===== src/rtl/bcast_encoder.sv =====
module bcast_encoder #(
  parameter int DEPTH = 16
) (
  input  logic       clk,
  input  logic       rst_n,
  input  logic       trig_req,
  input  logic [1:0] trig_type,
  input  logic       trig_evid,
  input  logic [1:0] trig_d,
  input  logic       rst_req,
  input  logic [4:0] rst_bits,
  input  logic       cal_req,
  input  logic [1:0] cal_type,
  input  logic       cmd_req,
  input  logic [3:0] cmd_code,
  input  logic       ovf_clr,
  output logic [7:0] bc_word,
  output logic       bc_valid,
  input  logic       bc_accept,
  output logic       ovf
);
  localparam int AW = $clog2(DEPTH);
  localparam logic [AW:0] CNT_FULL = (AW+1)'(DEPTH);

  typedef enum logic [1:0] {SEL_TRIG, SEL_CAL, SEL_CMD, SEL_RST} sel_t;

  logic [2:0] push, pop, nempty, full, drop;
  logic [4:0] pin [3];
  logic [4:0] pout [3];
  logic [4:0] rst_pend, rst_in;
  logic [4:0] pay;
  logic [7:0] word_n;
  logic       any, load;
  sel_t       sel;

  assign push   = {cmd_req, cal_req, trig_req};
  assign pin[0] = {trig_type, trig_evid, trig_d};
  assign pin[1] = {3'b000, cal_type};
  assign pin[2] = {1'b0, cmd_code};
  assign rst_in = rst_req ? rst_bits : 5'd0;

  for (genvar g = 0; g < 3; g++) begin : g_q
    logic [4:0]    mem [DEPTH];
    logic [AW-1:0] rd, wr;
    logic [AW:0]   cnt;
    logic          wen;

    assign wen       = push[g] && (!full[g] || pop[g]);
    assign nempty[g] = |cnt;
    assign full[g]   = (cnt == CNT_FULL);
    assign drop[g]   = push[g] && !wen;
    assign pout[g]   = mem[rd];

    always_ff @(posedge clk)
      if (wen) mem[wr] <= pin[g];

    always_ff @(posedge clk or negedge rst_n) begin
      if (!rst_n) begin
        rd  <= '0;
        wr  <= '0;
        cnt <= '0;
      end else begin
        if (wen) wr <= (wr == AW'(DEPTH-1)) ? '0 : wr + 1'b1;
        if (pop[g]) rd <= (rd == AW'(DEPTH-1)) ? '0 : rd + 1'b1;
        case ({wen, pop[g]})
          2'b10:   cnt <= cnt + 1'b1;
          2'b01:   cnt <= cnt - 1'b1;
          default: cnt <= cnt;
        endcase
      end
    end
  end

  always_comb begin
    any = 1'b1;
    sel = SEL_CMD;
    pay = pout[2];
    if (nempty[0]) begin
      sel = SEL_TRIG;
      pay = pout[0];
    end else if (|rst_pend) begin
      sel = SEL_RST;
    end else if (nempty[1]) begin
      sel = SEL_CAL;
      pay = pout[1];
    end else if (!nempty[2]) begin
      any = 1'b0;
    end
  end

  always_comb begin
    case (sel)
      SEL_TRIG: word_n = {1'b1, pay[4:3], pay[2], pay[1:0], 2'b00};
      SEL_RST:  word_n = {2'b01, 1'b0, rst_pend};
      SEL_CAL:  word_n = {4'b0001, pay[1:0], 2'b00};
      default:  word_n = {2'b00, pay[3:0], 2'b00};
    endcase
  end

  assign load = !bc_valid && any;
  assign pop  = load ? {sel == SEL_CMD, sel == SEL_CAL, sel == SEL_TRIG} : 3'b000;

  always_ff @(posedge clk or negedge rst_n) begin
    if (!rst_n) begin
      bc_valid <= 1'b0;
      bc_word  <= 8'd0;
      rst_pend <= 5'd0;
      ovf      <= 1'b0;
    end else begin
      if (bc_valid && bc_accept) bc_valid <= 1'b0;
      else if (load) begin
        bc_valid <= 1'b1;
        bc_word  <= word_n;
      end
      rst_pend <= (load && sel == SEL_RST) ? rst_in : (rst_pend | rst_in);
      ovf      <= (ovf && !ovf_clr) || (|drop);
    end
  end
endmodule


===== config.mk =====
export PLATFORM = sky130hd
export DESIGN_NAME = bcast_encoder
export DESIGN_NICKNAME = d
export VERILOG_FILES = /design/src/rtl/bcast_encoder.sv
export SDC_FILE = /design/constraint.sdc
export NUM_CORES = 1
export LEC_CHECK = 0
export BUFFER_PORTS_ARGS = -buffer_cell sky130_fd_sc_hd__buf_2
export CAP_MARGIN = 20
export CELL_PAD_IN_SITES_DETAIL_PLACEMENT = 2
export CELL_PAD_IN_SITES_GLOBAL_PLACEMENT = 2
export CORE_ASPECT_RATIO = 0.7
export CORE_MARGIN = 2
export CORE_UTILIZATION = 45
export DETAILED_ROUTE_END_ITERATION = 10
export PLACE_DENSITY_LB_ADDON = 0.1
export SETUP_SLACK_MARGIN = 0.02
export SKIP_LAST_GASP = 1
export SLEW_MARGIN = 10
export SYNTH_ARGS = -nofsm -noshare
export SYNTH_HDL_FRONTEND = slang
export SYNTH_SLANG_ARGS = --single-unit
export TNS_END_PERCENT = 20

===== constraint.sdc =====
create_clock -name clk -period 6.9 [get_ports clk]
set_input_delay 1.38 -clock clk [delete_from_list [all_inputs] [get_ports clk]]
set_output_delay 1.38 -clock clk [all_outputs]
set_load 0.01 [all_outputs]

Yosys cells after proc, flatten, opt, wreduce, memory -nomap -nowiden. Memories as Yosys holds them, arrays and structs flattened. Index checks and enable logic that the tools add are counted.

Register bits after elaboration: 54. Logic and storage cells: 112. Memories kept: 3. Memory bits (writable): 176.

Memory list: g_q[0].mem (depth 16, bits a word 5, read ports 1, clocked after memory_dff 0, write ports 1, RTL line 43) `logic [4:0] mem [DEPTH];`; g_q[2].mem (depth 16, bits a word 4, read ports 1, clocked after memory_dff 0, write ports 1, RTL line 43); g_q[1].mem (depth 16, bits a word 2, read ports 1, clocked after memory_dff 0, write ports 1, RTL line 43).

Bitwise gates (word level): 2. Mux-type cells: 31. $add $sub $neg: 12. Reduce and logical (&&, ||, !) cells: 33. Equality and inequality tests: 18.

Operator list (count): $pmux 5 s2 (3); $mux 5 (5); $add 4x1->4 const B (6); $eq 4x4->1 const B (6); $mux 4 (6); $pmux 8 s3 (1); $reduce_or 5->1 (4); $add 5x1->5 const B (3); $eq 5x5->1 const B (3); $sub 5x1->5 const B (3); $mux 1 (12); $eq 2x2->1 const B (5); $logic_and 1x1->1 (10); $eq 2x1->1 const B (4); $logic_not 1->1 (8); $reduce_bool 2->1 (4); $mux 2 (3); $or 5x5->5 (1); $logic_or 1x1->1 (4); $mux 3 (1); $reduce_or 3->1 (1); $logic_not 2->1 (1); $reduce_and 2->1 (1); $not 1->1 (1).

Logic depth before layout (Yosys ltp).
Word-level depth: 13. Mapped depth: 12. Gate-level depth less buffers: 10.

Worst setup path before layout. OpenSTA, ideal clock, no wires.

Path kind: input port to flip-flop. From: input cal_req. To: register g_q[1].cnt[4]. Cell stages on the path: 8. Setup slack: 3.658 ns. Setup time: 0.130 ns. Arrival: 3.111 ns. Data required time: 6.770 ns. Path through: or4_4 inv_1 ha_1 nor2b_1 o21ai_0 a32oi_1 a221oi_1 a21oi_1.

Word-level cells in the longest chain between the ends: 3. Elaborated cells between the ends (all ways): 5.

RTL lines: start, declared (RTL line 12) `input logic cal_req,`; $logic_and 1x1->1 (*) (RTL line 48) `assign wen = push[g] && (!full[g] || pop[g]);`; $eq 2x1->1 / $eq 2x2->1 (equally long branches) (RTL line 65) `case ({wen, pop[g]})`; $pmux 5 s2 / $reduce_bool 2->1 (equally long branches); end signal, assigned (RTL line 66) `2'b10: cnt <= cnt + 1'b1;`; end signal, assigned (RTL line 67) `2'b01: cnt <= cnt - 1'b1;`; end signal, assigned (RTL line 68) `default: cnt <= cnt;`; end, declared (RTL line 45) `logic [AW:0] cnt;`.

Mark *: on every way between the ends. The rest lies on a longest branch, timed or not. A chain may end at the register's enable or synchronous reset.

Worst setup path in the final report.
From: register g_q[0].cnt[1]. To: register g_q[2].cnt[4].

Word-level cells in the longest chain between the ends: 8. Elaborated cells between the ends (all ways): 12.

RTL lines: start, declared (RTL line 45); start signal, assigned (RTL line 66); start signal, assigned (RTL line 67); start signal, assigned (RTL line 68); $reduce_or 5->1 (*) (RTL line 49) `assign nempty[g] = |cnt;`; $mux 2 / $mux 1 (equally long branches) (RTL line 78) `if (nempty[0]) begin`; $eq 2x2->1 / $logic_and 1x1->1 (equally long branches) (RTL line 101, 100); $mux 3 (*) (RTL line 101) `assign pop = load ? {sel == SEL_CMD, sel == SEL_CAL, sel == SEL_TRIG} : 3'b000;`; $logic_or 1x1->1 (RTL line 48); $logic_and 1x1->1 (RTL line 48); $eq 2x1->1 / $eq 2x2->1 (equally long branches) (RTL line 65); $pmux 5 s2 / $reduce_bool 2->1 (equally long branches); end signal, assigned (RTL line 66); end signal, assigned (RTL line 67); end signal, assigned (RTL line 68); end, declared (RTL line 45).

Marks and branches as above.

==> run_results.csv <==
group,metric,value,unit
drt,remaining_antenna_violation_count,0,
clock_tree,cts_resized,0,
drt,route.detailed.wl_per_inst,25.55,um
clock_tree,htree_levels,1,
worst_hold_path,hp-start,"bc_word[7]",
floorplan,design.portCount,34,
yosys,syn-instance-count,649,
cells_and_area,final_design_area_no_fill,11480,um^2
timing,relSlewSlack,0.2847,
timing,report.final.hold_viol_count,0,
yosys,syn_nets,700,
pwr,power_per_cell_area,376.4,nW/um^2
clock_tree,cts.sinks,230,
clock_tree,clk_pin_slew_worst_paths,0.06,ns
setup_path,endpoint,"g_q[2].cnt[4]",
setup_path,worst-endpoint-required,7.29,ns
global_route,grt_first_pass_wirelength,39830,um
global_route,antenna_found_initial,2,
drt,dr.pass1.iters,4,
clock_tree,post_cts.repair.setup_buffers,0,
clock_tree,cts-root-to-sink-buffers,3,
floorplan,die_w,184.6,um
yosys,mappedNetlistArea,10280,um^2
floorplan,core.rowCount,46,
yosys,ys_top_cells_by_count,"176 x edfxtp_1, 54 x dfrtp_1, 43 x mux4_2",
yosys,postSynthRegisterBits,230,
clock_tree,cts_root_buf,"clkbuf_16",
cells_and_area,synthToLayoutAreaGrowth,11.70,%
yosys,ys.flop_type,"edfxtp_1",
timing,finClkSkew,0.01532,ns
timing,setup_repair_after_global_routing_missed_its_margin,"false",
yosys,number_of_flops_mapped_to_enable_cells_by_yosys,176,
floorplan,coreArea,22500,um^2
yosys,synth_top_area_frac,0.5143,
cells_and_area,final_cells,1012,
drt,dr.first_iter.drc_count,386,
placed_design,globalplace.congestion,0.7729,
timing,max_slew.worst_pin.slew,1.073,ns
pwr,static-leakage-power,4.025,nW
timing,post_route_clock_period_utilization,0.5732,
timing,finalSetupViolations,0,
placed_design,hpwl,18090,um
global_route,via_count_of_the_first_global_routing_pass,6512,
setup_path,cp_data_arrival_time,4.34,ns
setup_path,start_kind,"flop",
timing,final_total_negative_setup_slack,0,ns
timing,final_max_slew_viol_count,0,
setup_path,reg2reg_from,"g_q[0].cnt[1]",
floorplan,initial_utilization,0.4566,
global_route,grtUsageTotal,0.2242,
setup_path,cp_max_fo,13,
placed_design,port_buffers,33,
setup_path,critical_path.endpoint_type,"flop",
timing,clock.fmax,252.8,MHz
setup_path,reg2reg_slack,2.94,ns
drt,route.vias.total,5838,
yosys,syn_area_per_cell,15.83,um^2
drt,drcViolationCount,0,
global_route,grt_start_max_net_pins,55,
worst_hold_path,min-delay-path-class,"flop to flop",
flow_run,cap_viol_max_count,0,
clock_tree,cts_buf_count,25,
yosys,netlist-cell-type-count,75,
global_route,global_route.overflow_total,0,
yosys,asyncSetResetFlopFracSynth,0.2348,
yosys,seq_area_frac_synth,0.6458,
drt,routed_via_density,5.769,
clock_tree,clock_latency,0.52,ns
setup_path,worstReg2RegEnd,"g_q[2].cnt[4]",
timing,final.min_clock_period,3.955,ns
timing,finalHoldWorstSlack,0.4863,ns
drt,totalWireLength,25850,um
clock_tree,holdBufCountCts,0,
yosys,yosysTopAreaCell,"edfxtp_1",
setup_path,reg2reg_depth,10,
floorplan,die_y,130.4,um
setup_path,critPathKind,"flop to flop",
placed_design,placedCellCount,966,
placed_design,placement.cell_area,10720,um^2
floorplan,dieArea,24080,um^2
yosys,synthesis.yosys.warnings,0,
cells_and_area,nets,732,
status,run_status,"completed",
clock_tree,cts_tree,"built",
yosys,synth.area.top_cells,"edfxtp_1 51%, dfrtp_1 13%, mux4_2 9.4%, ha_1 2.9%, mux2i_1 1.5%",
cells_and_area,drive_gt1_frac,0.2117,
pwr,max-vdd-ir-drop,0.2574,mV
yosys,post-synth-top-count-cell,"edfxtp_1",
cells_and_area,post-route-util,0.5101,
setup_path,setup.worst_path.start,"g_q[0].cnt[1]",
cells by family (layout without fill, tap and decap cells):
| kind of cell | Yosys count | in the layout | synth area share |
|---|---|---|---|
| muxes | 76 | 76 | 0.1304 |
| adders and majority gates | 27 | 27 | 0.03507 |
| AOI/OAI and AO/OA | 96 | 96 | 0.06807 |
| DFF | 230 | 230 | 0.6458 |
| other | 0 | 1 | 0 |
| buffers and inverters | 50 | 100 | 0.01985 |
| and+or+nand+nor | 154 | 154 | 0.08718 |
| xor gates and xnor gates | 16 | 16 | 0.01364 |
state kept, by name (all words and copies together) (netlist names):
signal / flops
g_q.wr: 12
g_q.rd: 12
rst_pend: 5
bc_word: 8
bc_valid: 1
ovf: 1
g_q.cnt: 15
g_q.mem: 176
power by group:
| part | internal (mW) | leakage, nW | total (mW) | switching [mW] |
|---|---|---|---|---|
| clock network | 0.726 | 0.365 | 1.26 | 0.532 |
| registers | 1.71 | 2.23 | 1.96 | 0.242 |
| logic | 0.494 | 1.43 | 1.11 | 0.612 |
layout by cell type, fill, tap and decap left out, types with 12 or more instances in the layout:
| cell type | instances |
|---|---|
| mux4_2 | 43 |
| nor2_1 | 36 |
| edfxtp_1 | 176 |
| dfrtp_1 | 54 |
| clkbuf_16 | 25 |
| inv_1 | 18 |
| nand3_1 | 12 |
| nand2_1 | 24 |
| mux2_2 | 13 |
| and2_1 | 13 |
| xnor2_1 | 12 |
| mux2i_1 | 15 |
| a21oi_1 | 19 |
| o21ai_0 | 12 |
| nor3_1 | 14 |
| buf_2 | 33 |
| ha_1 | 24 |
how the worst min path moves through the flow:
| stage | to | slack (ns) | cells past startpoint |
|---|---|---|---|
| final | bc_word[7] | 0.49 | 1 |
| after global routing | bc_word[7] | 0.52 | 1 |
| after CTS | bc_word[7] | 0.49 | 1 |
| after detailed placement | bc_word[7] | 0.47 | 1 |
| after global placement | bc_word[7] | 0.45 | 1 |
| after floorplan | rst_pend[3] | 0.49 | 1 |
through the flow:
step	worst slack (ns)	power (mW)
after global routing	2.561	4.555
after global placement	3.156	3.007
final	2.945	4.320
after CTS	2.983	4.380
after detailed placement	3.042	3.104
after floorplan	3.658	2.695
routing by layer:
layer,up-vias,track usage,share of wire
met2,89,0.3828,0.50
met1,3084,0.3004,0.44
met4,2,0.06069,0.024
met3,47,0.04102,0.038
li1,2616,-,-
met5,-,0,0.00050
cell type report:
cell class	count	area [um^2]
fill	2039	11030
clock inverter	8	63.81
tap	312	390.4
inverter	19	71.32
timing repair buffer	36	187.7
antenna	1	2.502
multi-input combinational	369	3436
sequential	230	6636
clock buffer	37	690.7
critical path, stage by stage, from the launching register on:
cell and delay (ns):
dfrtp_1 0.43, nor4_1 0.58, nand3_1 0.61, nor4_4 0.58, nor2b_1 0.39, ha_1 0.34, a21o_1 0.19, a21o_1 0.23
o311a_1 0.14, a211oi_1 0.23, a21oi_1 0.08
Power figures use the tool's default switching activity.
